--- src/rtl/serdac_pkg.sv ---
package serdac_pkg;

   typedef enum logic [1:0] {
      RX_IDLE  = 2'd0,
      RX_SHIFT = 2'd1,
      RX_FULL  = 2'd2
   } rx_state_e;

   typedef enum logic [1:0] {
      PD_DRIVE    = 2'b00,
      PD_GND_LOW  = 2'b01,
      PD_GND_HIGH = 2'b10,
      PD_FLOAT    = 2'b11
   } pd_mode_e;

   localparam int MODE_W = 2;

   // Frame length is tied to converter width: wide builds need the long frame.
   function automatic int frame_bits(input int dac_bits);
      return (dac_bits > 14) ? 24 : 16;
   endfunction

endpackage

--- src/rtl/serdac_sync2.sv ---
module serdac_sync2 #(
   parameter int             W       = 3,
   parameter int             STAGES  = 2,
   parameter logic [W-1:0]   RST_VAL = '0
) (
   input  logic         clk,
   input  logic         rst_n,
   input  logic [W-1:0] pin_i,
   output logic [W-1:0] lvl_o
);

   initial begin
      assert (STAGES >= 2) else $error("serdac_sync2: STAGES must be 2 or more");
      assert (W >= 1)      else $error("serdac_sync2: W must be positive");
   end

   logic [W-1:0] stg [STAGES];

   always_ff @(posedge clk or negedge rst_n) begin
      if (!rst_n) begin
         for (int i = 0; i < STAGES; i++) stg[i] <= RST_VAL;
      end else begin
         stg[0] <= pin_i;
         for (int i = 1; i < STAGES; i++) stg[i] <= stg[i-1];
      end
   end

   assign lvl_o = stg[STAGES-1];

endmodule

--- src/rtl/serdac_shift.sv ---
module serdac_shift
   import serdac_pkg::*;
#(
   parameter int DAC_BITS = 16
) (
   input  logic                   clk,
   input  logic                   rst_n,
   input  logic                   frm_s_i,   // synchronized frame select (active low)
   input  logic                   sck_s_i,   // synchronized serial clock
   input  logic                   sdi_s_i,   // synchronized serial data
   output logic [DAC_BITS+1:0]    word_o,    // mode + code as received
   output logic                   done_o     // one cycle, frame complete
);

   localparam int FRAME_LEN = frame_bits(DAC_BITS);
   localparam int KEEP      = DAC_BITS + MODE_W;
   localparam int CW        = $clog2(FRAME_LEN);
   localparam logic [CW-1:0] LAST = CW'(FRAME_LEN - 1);

   initial begin
      assert (FRAME_LEN >= KEEP) else $error("serdac_shift: frame too short for width");
   end

   rx_state_e      st;
   logic [CW-1:0]  cnt;
   logic [KEEP-1:0] sr;
   logic           frm_q;
   logic           sck_q;
   logic           frm_fall;
   logic           sck_fall;

   assign frm_fall = frm_q  & ~frm_s_i;
   assign sck_fall = sck_q  & ~sck_s_i;

   always_ff @(posedge clk or negedge rst_n) begin
      if (!rst_n) begin
         st     <= RX_IDLE;
         cnt    <= '0;
         sr     <= '0;
         frm_q  <= 1'b1;
         sck_q  <= 1'b0;
         done_o <= 1'b0;
      end else begin
         frm_q  <= frm_s_i;
         sck_q  <= sck_s_i;
         done_o <= 1'b0;
         if (frm_s_i) begin
            // select high: abort has priority over any edge in this cycle
            st  <= RX_IDLE;
            cnt <= '0;
         end else begin
            unique case (st)
               RX_IDLE: begin
                  cnt <= '0;
                  if (frm_fall) st <= RX_SHIFT;
               end
               RX_SHIFT: begin
                  if (sck_fall) begin
                     sr <= {sr[KEEP-2:0], sdi_s_i};
                     if (cnt == LAST) begin
                        st     <= RX_FULL;
                        done_o <= 1'b1;
                     end else begin
                        cnt <= cnt + 1'b1;
                     end
                  end
               end
               RX_FULL: st <= RX_FULL;
               default: st <= RX_IDLE;
            endcase
         end
      end
   end

   assign word_o = sr;

   // a high select always returns the receiver to idle
   a_r4_select_high_idles: assert property (@(posedge clk) disable iff (!rst_n)
      frm_s_i |=> (st == RX_IDLE));

   // once full, the receiver stays full while select is low
   a_r7_full_holds: assert property (@(posedge clk) disable iff (!rst_n)
      (st == RX_FULL && !frm_s_i) |=> (st == RX_FULL && !done_o));

   // completion is reported only from a frame that was shifting
   a_r2_done_from_shift: assert property (@(posedge clk) disable iff (!rst_n)
      done_o |-> ($past(st) == RX_SHIFT && st == RX_FULL));

endmodule

--- src/rtl/serdac_hold.sv ---
module serdac_hold
   import serdac_pkg::*;
#(
   parameter int DAC_BITS = 16
) (
   input  logic                 clk,
   input  logic                 rst_n,
   input  logic [DAC_BITS+1:0]  word_i,
   input  logic                 done_i,
   output logic [DAC_BITS-1:0]  code_o,
   output logic [MODE_W-1:0]    mode_o,
   output logic                 drive_en_o,
   output logic                 term_1k_o,
   output logic                 term_100k_o,
   output logic                 term_hiz_o,
   output logic                 upd_o
);

   localparam int PD_LSB = DAC_BITS;

   pd_mode_e            mode_q;
   pd_mode_e            mode_new;
   logic [DAC_BITS-1:0] code_q;
   logic                upd_q;

   assign mode_new = pd_mode_e'(word_i[PD_LSB +: MODE_W]);

   always_ff @(posedge clk or negedge rst_n) begin
      if (!rst_n) begin
         mode_q <= PD_DRIVE;
         code_q <= '0;
         upd_q  <= 1'b0;
      end else begin
         upd_q <= done_i;
         if (done_i) begin
            mode_q <= mode_new;
            if (mode_new == PD_DRIVE) code_q <= word_i[DAC_BITS-1:0];
         end
      end
   end

   // One select per mode value, built from a loop over the four encodings.
   logic [3:0] sel;
   for (genvar m = 0; m < 4; m++) begin : g_sel
      assign sel[m] = (mode_q == pd_mode_e'(m));
   end

   assign drive_en_o  = sel[PD_DRIVE];
   assign term_1k_o   = sel[PD_GND_LOW];
   assign term_100k_o = sel[PD_GND_HIGH];
   assign term_hiz_o  = sel[PD_FLOAT];
   assign code_o      = code_q;
   assign mode_o      = mode_q;
   assign upd_o       = upd_q;

   // code and mode move only in a strobe cycle
   a_r2_code_moves_on_upd: assert property (@(posedge clk) disable iff (!rst_n)
      !$stable(code_o) |-> upd_o);
   a_r2_mode_moves_on_upd: assert property (@(posedge clk) disable iff (!rst_n)
      !$stable(mode_o) |-> upd_o);

   // the strobe lasts a single cycle
   a_r2_upd_single: assert property (@(posedge clk) disable iff (!rst_n)
      upd_o |=> !upd_o);

   // a power-down commit keeps the held code
   a_r6_code_kept_in_pd: assert property (@(posedge clk) disable iff (!rst_n)
      (upd_o && mode_o != PD_DRIVE) |-> $stable(code_o));

   // exactly one output-stage select at a time
   a_r5_one_select: assert property (@(posedge clk) disable iff (!rst_n)
      $countones({drive_en_o, term_1k_o, term_100k_o, term_hiz_o}) == 1);

endmodule

--- src/rtl/serdac_frame_rx.sv ---
module serdac_frame_rx
   import serdac_pkg::*;
#(
   parameter int DAC_BITS    = 16,
   parameter int SYNC_STAGES = 2
) (
   input  logic                 clk,
   input  logic                 rst_n,
   input  logic                 frame_n_i,
   input  logic                 sclk_i,
   input  logic                 sdin_i,
   output logic [DAC_BITS-1:0]  code_o,
   output logic [1:0]           mode_o,
   output logic                 drive_en_o,
   output logic                 term_1k_o,
   output logic                 term_100k_o,
   output logic                 term_hiz_o,
   output logic                 upd_o
);

   initial begin
      assert (DAC_BITS == 12 || DAC_BITS == 14 || DAC_BITS == 16)
         else $error("serdac_frame_rx: DAC_BITS must be 12, 14 or 16");
   end

   // pin order inside the synchronizer: {frame, sclk, data}; frame idles high
   localparam logic [2:0] PIN_RST = 3'b100;

   logic [2:0]           pins_s;
   logic [DAC_BITS+1:0]  word;
   logic                 done;

   serdac_sync2 #(
      .W       (3),
      .STAGES  (SYNC_STAGES),
      .RST_VAL (PIN_RST)
   ) u_sync (
      .clk   (clk),
      .rst_n (rst_n),
      .pin_i ({frame_n_i, sclk_i, sdin_i}),
      .lvl_o (pins_s)
   );

   serdac_shift #(
      .DAC_BITS (DAC_BITS)
   ) u_shift (
      .clk     (clk),
      .rst_n   (rst_n),
      .frm_s_i (pins_s[2]),
      .sck_s_i (pins_s[1]),
      .sdi_s_i (pins_s[0]),
      .word_o  (word),
      .done_o  (done)
   );

   serdac_hold #(
      .DAC_BITS (DAC_BITS)
   ) u_hold (
      .clk         (clk),
      .rst_n       (rst_n),
      .word_i      (word),
      .done_i      (done),
      .code_o      (code_o),
      .mode_o      (mode_o),
      .drive_en_o  (drive_en_o),
      .term_1k_o   (term_1k_o),
      .term_100k_o (term_100k_o),
      .term_hiz_o  (term_hiz_o),
      .upd_o       (upd_o)
   );

   // coming out of reset the outputs sit at zero code, driving
   a_r1_reset_state: assert property (@(posedge clk)
      $rose(rst_n) |-> (code_o == '0 && mode_o == 2'b00 && !upd_o));

endmodule

--- config.mk ---
export PLATFORM = sky130hd
export DESIGN_NAME = serdac_frame_rx
export DESIGN_NICKNAME = d
export VERILOG_FILES = /design/src/rtl/serdac_pkg.sv /design/src/rtl/serdac_sync2.sv /design/src/rtl/serdac_shift.sv /design/src/rtl/serdac_hold.sv /design/src/rtl/serdac_frame_rx.sv
export SDC_FILE = /design/constraint.sdc
export NUM_CORES = 1
export LEC_CHECK = 0
export BUFFER_PORTS_ARGS = -buffer_cell sky130_fd_sc_hd__buf_2
export CAP_MARGIN = 20
export CORE_MARGIN = 4
export CORE_UTILIZATION = 53
export CTS_BUF_LIST = sky130_fd_sc_hd__clkbuf_8
export DETAILED_ROUTE_END_ITERATION = 8
export PLACE_DENSITY = 0.75
export SLEW_MARGIN = 20
export SYNTH_ARGS = -nofsm -noshare
export SYNTH_HDL_FRONTEND = slang
export SYNTH_SLANG_ARGS = --single-unit
--- constraint.sdc ---
create_clock -name clk -period 1.5 [get_ports clk]
set_input_delay 0.3 -clock clk [delete_from_list [all_inputs] [get_ports clk]]
set_output_delay 0.3 -clock clk [all_outputs]
set_load 0.005 [all_outputs]
After elaboration in Yosys (flattened, before gate mapping)
Index checks and enable logic that the tools add are counted.
{"block": "totals", "regBits": 53, "in_bits": 5, "output_inout_bits": 23, "wordCells": 47}
{"block": "classes", "n_addsub": 1, "eq_ne": 10, "mux": 13, "n_bitwise": 4, "reduce_logical": 8}
{"cell": "$mux 5", "n": 3}
{"cell": "$pmux 5 s2", "n": 1}
{"cell": "$ne 3x2->1 const B", "n": 3}
{"cell": "$reduce_and 3->1", "n": 3}
{"cell": "$mux 2", "n": 4}
{"cell": "$eq 2x2->1 const B", "n": 3}
{"cell": "$logic_not 2->1", "n": 3}
{"cell": "$pmux 2 s3", "n": 1}
{"cell": "$add 5x1->5 const B", "n": 1}
{"cell": "$eq 5x5->1 const B", "n": 1}
{"cell": "$eq 2x1->1 const B", "n": 2}
{"cell": "$mux 1", "n": 4}
{"cell": "$ne 3x3->1 const B", "n": 1}
{"cell": "$reduce_bool 3->1", "n": 1}
{"cell": "$and 1x1->1", "n": 2}
{"cell": "$not 1->1", "n": 2}
{"cell": "$reduce_and 2->1", "n": 1}

Logic depth before layout (Yosys ltp)
Gate-level depths: netlist of the first run.
{"block": "logic_depth", "ltp_word": 5, "mapped_depth": 6, "ltp_nobuf": 6}

By module
A second synthesis of the first run with hierarchy kept.
{"block": "hier_totals", "cells_unflattened": 143, "area_unflattened_um2": 2240.9}
{"mod": "serdac_shift", "instances": 1, "cells_each": 91, "area_per_inst_um2": 1331.3, "seq_area_each_um2": 701.9}
{"mod": "serdac_hold", "instances": 1, "cells_each": 43, "area_per_inst_um2": 734.5, "seq_area_each_um2": 475.5}
{"mod": "serdac_sync2", "instances": 1, "cells_each": 9, "area_per_inst_um2": 175.2, "seq_area_each_um2": 152.6}

Least setup slack after synthesis of the first run
No wires, ideal clock.
{"block": "synth_timing", "kind": "reg-to-reg", "from": "register u_shift.st[1]", "to": "register u_shift.sr[0] (netlist: u_shift.word_o[0])", "setup_time_ns": 0.128, "t_arrival_ns": 1.373, "slack_ns": -0.001, "path_stages_with_launch": 6, "path_buffers": 1, "cell_sequence": "dfrtp_1 -> inv_1 -> ha_1 -> and4bb_1 -> buf_4 -> mux2_1"}
{"block": "synth_via", "elab_chain_len": 2}
{"item": "from (decl)", "line": "serdac_shift.sv:24", "source": "rx_state_e st;"}
{"item": "from (signal assigned)", "line": "serdac_shift.sv:37", "source": "st <= RX_IDLE;"}
{"item": "from (signal assigned)", "line": "serdac_shift.sv:49", "source": "st <= RX_IDLE;"}
{"item": "from (signal assigned)", "line": "serdac_shift.sv:55", "source": "if (frm_fall) st <= RX_SHIFT;"}
{"item": "$eq 2x1->1", "line": "serdac_shift.sv:52", "source": "unique case (st)"}
{"item": "$reduce_and 3->1 (no source line)"}
{"item": "to (signal assigned)", "line": "serdac_shift.sv:59", "source": "sr <= {sr[KEEP-2:0], sdi_s_i};"}
{"item": "to (decl)", "line": "serdac_shift.sv:26", "source": "logic [KEEP-1:0] sr;"}
No other way between the ends.
A chain may end at the register's enable or synchronous reset.

Worst setup path in the final report of the first run
{"block": "layout_timing", "from": "register u_shift.st[0]", "to": "register u_shift.st[0]"}
{"block": "layout_via", "elab_chain_len": 3, "word_cells_on_any_way": 9, "cone_classes": "eq/ne (5); mux (2); reduce/logical (2)"}
{"item": "$eq 2x1->1 (tied with other cells)", "line": "serdac_shift.sv:52"}
{"item": "$ne 3x2->1 (no source line) or $pmux 2 s3 (tied branches)"}
{"item": "$reduce_and 3->1 (no source line) or $mux 2 (tied branches)"}
Parallel ways exist; a longest one is shown, timed or not.

==> run_results.csv, run 1 <==
group,metric,value,unit
sta,hold_viol,0,
worst_setup_path,crit_path_start_kind,"flop",
worst_setup_path,cp.required,1.71,ns
clock_tree,cts.sinks,53,
floorplan,die_x,70.7,µm
clock_tree,numCtsBuffers,5,
yosys,async_flop_share,100,%
drt,ant_nets,0,
yosys,netlist_instances,142,
final_layout,utilization,71.2,%
floorplan,start_util,55.7,%
power,p_leak,1.35,nW
final_layout,final_common_cell,"dfrtp_1",
floorplan,core,0.00374,mm²
floorplan,num_rows,22,
global_route,grt_pass1_vias,1402,
clock_tree,tritoncts,"done",
final_layout,syn_to_final_growth,27.9,%
yosys,synthFlopType,"dfrtp_1",
run_status,violations,"setup timing",
sta,post-route-min-period,1.50,ns
clock_tree,ctsHtreeMaxLevel,2,
global_route,grt_overflow,0,
yosys,syn-num-nets,150,
drt,routed_via_density,5.48,
place,dp_hpwl,2410,µm
power,power_density,1120,mW/mm²
worst_setup_path,r2r_setup_slack,-0.003,ns
yosys,synthDistinctLibCells,30,
worst_setup_path,cp_slowest_cell,"dfrtp_1",
worst_setup_path,worst_ep_arrival_time,1.71,ns
sta,rsz0062_at_grt,"true",
final_layout,layout_common_cells,"dfrtp_1 (49), buf_2 (27), mux2_1 (14), mux2_4 (13)",
power,vdd_drop_max,0.783,mV
sta,layout_setup_ws,-0.00280,ns
drt,routedWlPerCell,17.0,µm
worst_setup_path,cp_max_fo,4,
sta,timing_max_transition_violations_final,0,
sta,skew,0.00834,ns
worst_setup_path,worst_path_largest_cell_delay,0.44,ns
power,p_total,0.00297,W
worst_setup_path,criticalPathCategory,"reg2reg",
global_route,groute.usage.overall,16.2,%
global_route,grt_pass1_wl,6400,µm
clock_tree,clk_pin_slew,0.09,ns
floorplan,pin_count,28,
clock_tree,clk_latency,0.30,ns
sta,fmax,665,MHz
yosys,ys_ff_latch,53,
floorplan,die_area,0.00500,mm²
worst_setup_path,critPathMostFrequentCell,"buf_6",
global_route,antenna_found_initial,0,
worst_setup_path,worstPathCellList,"ha_4 > buf_6 > buf_6 > nand2b_4 > o22a_1 > nand2_1 > o2bb2ai_1",
final_layout,nFillCells,261,
global_route,grt_max_degree,54,
run_status,outcome,"finished with violations",
floorplan,die_y,70.7,µm
yosys,yosysWarnings,0,
clock_tree,clock_path_buffers,2,
yosys,syn_area_per_cell,14.7,µm²
place,gp_congestion,0.776,
yosys,yosysSeqAreaShare,63.8,%
final_layout,final_layout_size_suffix_gt1_share,49.5,%
flow_run,drv_cap,0,
drt,routed_wl,4040,µm
drt,drtIter0Drc,62,
final_layout,finish.net_count,198,
sta,tightestPinTransition,0.272,ns
drt,route.detailed.drc,0,
clock_tree,root_buffer,"clkbuf_8",
hold_path,hold_path.class,"in2reg",
sta,fin_crit_sh,100,%
yosys,synth_edf_count,0,
worst_setup_path,critPathTopFamily,"flip-flops",
place,io_buffers,27,
drt,via_count,1305,
sta,relSlewSlack,81.8,%
yosys,netlist_area,0.00208,mm²
worst_setup_path,endpoint_kind,"flop",
worst_setup_path,cp_num_buf_inv,2,
drt,firstDrtPassIters,4,
sta,final-setup-viol-count,1,
final_layout,antenna_cells,0,
[cell families (layout without fill, tap and decap cells)]
kind of cell | after synthesis | in the layout | share of synthesized area [%]
multiplexers | 36 | 36 | 19.4
flip-flops | 53 | 53 | 63.8
buffers and inverters | 5 | 53 | 1.62
AO/OA/AOI/OAI | 18 | 18 | 5.22
adder cells (fa/ha/maj) | 3 | 3 | 1.80
AND/OR/NAND/NOR | 27 | 27 | 8.10
[per-layer routing]
| metal | share of wire (%) | up-vias | track usage, % |
|---|---|---|---|
| met5 | 0 | - | 0 |
| met4 | 2.7 | 0 | 8.35 |
| met3 | 4.5 | 10 | 3.98 |
| met2 | 51 | 30 | 26.9 |
| met1 | 42 | 666 | 19.7 |
| li1 | - | 599 | - |
[final timing paths]
check / start / endpoint / cells past startpoint
min: frame_n_i / u_sync.stg[5] / 1
max reg2reg: u_shift.st[0] / u_shift.st[0] / 7
max: u_shift.st[0] / u_shift.st[0] / 7
min in group asynchronous: rst_n / u_hold.code_o[12] / 3
max in group asynchronous: rst_n / u_shift.frm_q / 3
min reg2reg: u_sync.stg[4] / u_sync.lvl_o[1] / 0
[timing repair]
action                                  4_1_cts  5_1_grt
endpoints found under the hold margin        50        0
buffers inserted                              2        3
hold buffers                                  1        0
resized for setup                             6       39
cloned                                        1        0
endpoints found under the setup margin       17       20
pin swaps                                     3       11
[registers in the layout, summed over array words and instances (netlist names), 2 cells and up]
register and count:
u_shift.word_o 18, u_hold.code_o 16, u_shift.cnt 5, u_sync.lvl_o 3, u_sync.stg 3, u_hold.mode_o 2
u_shift.st 2
[cells in the mapped netlist, drive strengths merged, types with 3 or more instances]
| cell type | instances | area share, % |
|---|---|---|
| dfrtp | 50 | 60 |
| mux2 | 36 | 19 |
| o21ai | 10 | 2.4 |
| nand2 | 6 | 1.1 |
| nor2 | 4 | 0.72 |
| nor2b | 4 | 1.2 |
| a21oi | 3 | 0.72 |
| buf | 3 | 1.3 |
| dfstp | 3 | 3.8 |
| ha | 3 | 1.8 |
[through the flow]
stage	setup WS (ns)	TNS, ns	std cells	hold slack [ns]	instance area, µm²
3_5_place_dp	-0.0274	-0.263	224	0.311	2370
3_3_place_gp	0.00498	0	224	0.308	2370
6_report	-0.00280	-0.00280	238	0.0898	2670
5_1_grt	-0.0545	-0.267	238	0.0813	2670
2_1_floorplan	0.0219	0	142	0.00441	2090
4_1_cts	-0.00924	-0.0272	235	0.0791	2520
[cell type report]
| class | count | area, µm² | area share [%] |
|---|---|---|---|
| Sequential cell | 53 | 1330 | 49.9 |
| Multi-Input combinational cell | 84 | 846 | 31.7 |
| Timing Repair Buffer | 44 | 334 | 12.5 |
| Clock buffer | 5 | 68.8 | 2.58 |
| Tap cell | 48 | 60.1 | 2.25 |
| Clock inverter | 2 | 16.3 | 0.610 |
| Inverter | 2 | 10.0 | 0.375 |
[report_power, final]
group | internal [W] | total (W) | leakage, nW | switching [W]
combinational | 0.000340 | 0.000620 | 0.596 | 0.000280
sequential | 0.00151 | 0.00158 | 0.713 | 0.0000724
clock | 0.000322 | 0.000776 | 0.0402 | 0.000453
Note: power is estimated with default switching activity, not from simulation.
==> run 2, diff against run 1 <==
SKIP_LAST_GASP = 1   (was not set)
==> run 2 against run 1 <==
Effect of this change: the flow now finishes without violations; clock power is essentially flat; worst setup slack gained 0.0084 ns; hold slack gained 0.0014 ns; global-route usage shrank 0.11 points; flip-flop and latch count is the same; sequential power is essentially flat; clock-buffer cell count is the same; power shrank 2.0%; critical path type unchanged; largest cell class unchanged.
==> run_results.csv, run 2 (synthesized netlist as in run 1, its figures left out) <==
group,metric,value,unit
run_status,outcome,"completed",
worst_setup_path,r2r_setup_slack,0.006,ns
hold_path,hold_path.class,"in2reg",
worst_setup_path,cp_slowest_cell,"dfrtp_1",
final_layout,syn_to_final_growth,25.0,%
worst_setup_path,critPathTopFamily,"compound AO/OA/AOI/OAI gates",
sta,timing_max_transition_violations_final,0,
floorplan,die_y,70.7,µm
sta,skew,0.0116,ns
final_layout,final_common_cell,"dfrtp_1",
drt,via_count,1286,
floorplan,die_area,0.00500,mm²
clock_tree,clk_pin_slew,0.09,ns
clock_tree,clock_path_buffers,2,
sta,fin_crit_sh,99.6,%
sta,tns,0,ns
worst_setup_path,cp_num_buf_inv,2,
sta,final-setup-viol-count,0,
final_layout,layout_common_cells,"dfrtp_1 (49), mux2_1 (27), buf_2 (27), mux2_2 (9), buf_4 (9)",
final_layout,stdcell_count,238,
global_route,grt_overflow,0,
clock_tree,cts.sinks,53,
worst_setup_path,critPathMostFrequentCell,"buf_6",
worst_setup_path,worst_path_largest_cell_delay,0.44,ns
drt,ant_nets,0,
power,p_total,0.00291,W
worst_setup_path,cp_max_fo,4,
clock_tree,tritoncts,"done",
drt,routedWlPerCell,16.0,µm
final_layout,register_area,0.00133,mm²
place,place_area,0.00237,mm²
sta,tightestPinTransition,0.267,ns
final_layout,finish.net_count,198,
worst_setup_path,worst_ep_arrival_time,1.68,ns
hold_path,min_from,"frame_n_i",
worst_setup_path,crit_path_start_kind,"flop",
global_route,antenna_found_initial,0,
place,placed_cells,224,
power,p_leak,1.35,nW
floorplan,pin_count,28,
worst_setup_path,cp.required,1.69,ns
global_route,groute.usage.overall,16.1,%
global_route,grt_pass1_wl,6350,µm
clock_tree,clk_latency,0.31,ns
drt,routed_wl,3810,µm
floorplan,core,0.00374,mm²
floorplan,die_x,70.7,µm
drt,firstDrtPassIters,4,
sta,relSlewSlack,82.2,%
floorplan,start_util,55.7,%
power,power_density,1120,mW/mm²
place,dp_hpwl,2410,µm
final_layout,utilization,69.6,%
drt,route.detailed.drc,0,
hold_path,holdPathStages,1,
drt,routed_via_density,5.40,
sta,hold_viol,0,
place,gp_congestion,0.776,
clock_tree,ctsHtreeMaxLevel,2,
worst_setup_path,rr_worst_depth,7,
sta,post-route-min-period,1.49,ns
worst_setup_path,worstPathCellList,"ha_4 > buf_6 > buf_6 > nand2b_4 > o22a_1 > o21ai_0 > o2bb2ai_1",
worst_setup_path,reg2reg_from,"u_shift.st[0]",
final_layout,fin_area,0.00261,mm²
worst_setup_path,criticalPathCategory,"reg2reg",
sta,rsz0062_at_grt,"true",
flow_run,drv_cap,0,
power,vdd_drop_max,0.863,mV
sta,fmax,669,MHz
place,io_buffers,27,
final_layout,antenna_cells,0,
final_layout,nFillCells,268,
final_layout,largest_reg_flops,18,
clock_tree,root_buffer,"clkbuf_8",
clock_tree,numCtsBuffers,5,
final_layout,multi_input_area,788,µm²
global_route,grt_max_degree,54,
drt,drtIter0Drc,70,
global_route,grt_pass1_vias,1398,
hold_path,hold_end,"u_sync.stg[5]",
floorplan,num_rows,22,
worst_setup_path,r2r_end,"u_shift.st[0]",
worst_setup_path,endpoint_kind,"flop",
final_layout,final_layout_size_suffix_gt1_share,41.1,%
-- run 2: cell types whose count changed in the layout (fill, tap and decap cells not counted) --
cell,delta
ha_1,+1
inv_4,-1
inv_2,+1
a21oi_1,+1
o21ai_1,-1
o21ai_0,+1
mux2_1,+13
a21oi_2,-1
and2_0,+1
and2_4,-1
ha_2,-1
mux2_4,-13
-- run 2: what timing repair did --
| action | CTS | global route |
|---|---|---|
| setup buffers | 2 | 3 |
| cloned | 1 | 0 |
| gates resized for setup | 5 | 21 |
| setup endpoints to repair | 17 | 21 |
| endpoints found under the hold margin | 50 | 0 |
| hold buffers | 1 | 0 |
| pin swaps | 3 | 9 |
-- run 2: worst max path at each step --
stage / cells past startpoint / slack, ns / endpoint / startpoint
after detailed placement: 5 / -0.03 / u_shift.word_o[0] / u_shift.st[1]
after floorplan: 5 / 0.02 / u_shift.word_o[0] / u_shift.st[1]
final: 7 / 0.006 / u_shift.st[0] / u_shift.st[0]
after global placement: 5 / 0.005 / u_shift.word_o[5] / u_shift.st[1]
after global routing: 6 / -0.11 / u_shift.cnt[2] / u_shift.cnt[0]
after CTS: 8 / -0.02 / u_shift.cnt[4] / u_shift.st[0]
-- run 2: layout make-up --
| type | count | area share [%] |
|---|---|---|
| clock inverters | 2 | 0.624 |
| flip-flops and latches | 53 | 51.1 |
| repair buffers | 44 | 12.8 |
| inverters | 2 | 0.288 |
| multi-input cells | 84 | 30.2 |
| clock buffers | 5 | 2.64 |
| well taps | 48 | 2.30 |
-- run 2: metal layers --
metal / vias to the layer above / wire length, µm / GRT usage (%)
li1: 595 / - / -
met1: 643 / 1580 / 19.3
met2: 36 / 1920 / 26.9
met3: 12 / 200 / 3.98
met4: 0 / 107 / 8.35
met5: - / 0 / 0
-- run 2: metrics by stage --
stage | worst slack [ns] | hold WS [ns]
after floorplan | 0.0219 | 0.00441
after CTS | -0.0166 | 0.0791
after detailed placement | -0.0274 | 0.311
after global routing | -0.113 | 0.0807
final | 0.00555 | 0.0912
after global placement | 0.00498 | 0.308
-- run 2: power breakdown --
group	internal, W	leakage [nW]	switching (W)
logic	0.000299	0.596	0.000272
clock network	0.000322	0.0402	0.000453
registers	0.00151	0.713	0.0000620
==> run 3, diff against run 2 <==
--- a/config.mk
+++ b/config.mk
@@ -9,8 +9,9 @@
 export CAP_MARGIN = 20
 export CORE_MARGIN = 4
-export CORE_UTILIZATION = 53
+export CORE_UTILIZATION = 63
 export CTS_BUF_LIST = sky130_fd_sc_hd__clkbuf_8
 export DETAILED_ROUTE_END_ITERATION = 8
-export PLACE_DENSITY = 0.75
+export GPL_ROUTABILITY_DRIVEN = 0
+export PLACE_DENSITY = 0.84
 export SKIP_LAST_GASP = 1
 export SLEW_MARGIN = 20
==> constraint.sdc (replaced) <==
create_clock -name clk -period 1.78 [get_ports clk]
set_input_delay 0.089 -clock clk [delete_from_list [all_inputs] [get_ports clk]]
set_output_delay 0.089 -clock clk [all_outputs]
set_load 0.005 [all_outputs]
==> run 3 against run 2 <==
Effect of this change: core utilization grew 8.2 points; highest routed layer unchanged; register-to-register slack gained 0.10 ns; final area shrank 7.3%; power fell by 24%; clock skew about the same; wire length is 9.8% lower; first-iteration DRC count fell by 21%; largest power group unchanged.
==> run_results.csv, run 3 (synthesized netlist as in run 1, its figures left out) <==
group,metric,value,unit
run_status,outcome,"completed",
final_layout,antenna_cells,0,
worst_setup_path,worst_path_largest_cell_delay,0.39,ns
drt,firstDrtPassIters,4,
clock_tree,root_buffer,"clkbuf_8",
drt,routedWlPerCell,15.3,µm
place,placed_cells,213,
global_route,antenna_found_initial,0,
sta,layout_setup_ws,0.107,ns
place,io_buffers,27,
clock_tree,clock_path_buffers,2,
worst_setup_path,cp_slowest_cell,"dfrtp_1",
final_layout,layout_common_cells,"dfrtp_1 (50), mux2_1 (27), buf_2 (27), mux2_2 (9)",
flow_run,drv_cap,0,
clock_tree,ctsHtreeMaxLevel,2,
worst_setup_path,criticalPathCategory,"reg2reg",
drt,ant_nets,0,
sta,tns,0,ns
final_layout,utilization,77.9,%
final_layout,stdcell_count,225,
clock_tree,clk_pin_slew,0.09,ns
final_layout,syn_to_final_growth,15.9,%
final_layout,final_common_cell,"dfrtp_1",
global_route,grt_max_degree,54,
worst_setup_path,worstPathCellList,"inv_1 > ha_1 > and4bb_1 > buf_12 > mux2_1",
place,place_ws,0.120,ns
sta,timing_max_transition_violations_final,0,
global_route,groute.usage.overall,19.2,%
drt,drtIter0Drc,55,
floorplan,die_x,65.5,µm
drt,routed_wl,3430,µm
floorplan,pin_count,28,
final_layout,largest_reg_flops,18,
power,vdd_drop_max,0.680,mV
worst_setup_path,worst_ep_arrival_time,1.86,ns
worst_setup_path,cp_max_fo,21,
hold_path,hold_path.class,"reg2reg",
worst_setup_path,crit_path_start_kind,"flop",
power,power_density,914,mW/mm²
sta,skew,0.0120,ns
sta,fmax,598,MHz
floorplan,die_area,0.00429,mm²
sta,post-route-min-period,1.67,ns
clock_tree,clk_latency,0.31,ns
sta,fin_crit_sh,94.0,%
clock_tree,cts.sinks,53,
final_layout,final_layout_size_suffix_gt1_share,28.7,%
place,dp_hpwl,2440,µm
global_route,grt_pass1_wl,6180,µm
worst_setup_path,cp.required,1.97,ns
clock_tree,tritoncts,"done",
sta,whs,0.354,ns
power,p_leak,1.27,nW
worst_setup_path,r2r_setup_slack,0.11,ns
final_layout,finish.net_count,188,
sta,relSlewSlack,58.5,%
floorplan,num_rows,20,
worst_setup_path,endpoint_kind,"flop",
drt,routed_via_density,5.41,
clock_tree,cts_setup_buffers,0,
floorplan,die_y,65.5,µm
floorplan,core,0.00310,mm²
sta,tightestPinTransition,0.623,ns
sta,final-setup-viol-count,0,
drt,via_count,1217,
clock_tree,numCtsBuffers,5,
floorplan,start_util,67.2,%
drt,route.detailed.drc,0,
global_route,grt_overflow,0,
global_route,grt_pass1_vias,1348,
sta,hold_viol,0,
sta,rsz0062_at_grt,"false",
## run 3: changes by cell type in the layout (fill, tap and decap cells not counted), moves of 3 or more
cell and delta:
inv_1 +3, buf_4 -7, dlygate4sd3_1 +3, o21ai_2 -3, o21ai_0 +5, buf_6 -3
## run 3: critical path, delay by kind of cell (launching register included)
kind | cells | cell delay, ns
flip-flops | 1 | 0.39
multiplexers | 1 | 0.34
adder cells (fa/ha/maj) | 1 | 0.28
AND/OR/NAND/NOR | 1 | 0.28
buffers and inverters | 2 | 0.27
## run 3: report_power, final
part | internal (W) | leakage (nW) | switching (W)
logic | 0.000107 | 0.516 | 0.000144
clock network | 0.000272 | 0.0416 | 0.000371
registers | 0.00127 | 0.714 | 0.0000441
total | 0.00165 | 1.27 | 0.000560
## run 3: cell type report
cell class / count / area, µm²
clock inverters: 3 / 18.8
fillers: 212 / 687
flip-flops and latches: 53 / 1330
clock buffers: 5 / 68.8
repair buffers: 34 / 210
well taps: 44 / 55.1
inverters: 2 / 7.51
multi-input cells: 84 / 726
## run 3: through the flow
stage               total power [W]  instance area, µm²
floorplan                   0.00149                2080
global placement            0.00154                2280
detailed placement          0.00158                2280
CTS                         0.00222                2410
global route                0.00233                2420
finish                      0.00221                2420
## run 3: per-layer routing
metal | routed length, µm | part of all wire (%) | global-route usage (%)
met5 | 0 | 0 | 0
met1 | 1450 | 42 | 22.9
met2 | 1790 | 52 | 33.8
met4 | 50 | 1.5 | 7.77
met3 | 141 | 4.1 | 4.10
## run 3: what timing repair did
item                                    CTS  global route
endpoints found under the hold margin    53             0
resized for setup                         0             1
endpoints found under the setup margin    0             5
hold buffers                              4             0
## run 3: worst paths after layout
check                                         end           from  cells past startpoint
worst max-delay path            u_shift.word_o[8]  u_shift.st[1]                      5
worst min-delay path              u_sync.lvl_o[1]  u_sync.stg[4]                      0
worst max register to register  u_shift.word_o[8]  u_shift.st[1]                      5
worst min register to register    u_sync.lvl_o[1]  u_sync.stg[4]                      0
max in group asynchronous           u_shift.sck_q          rst_n                      3
min in group asynchronous       u_hold.code_o[14]          rst_n                      3
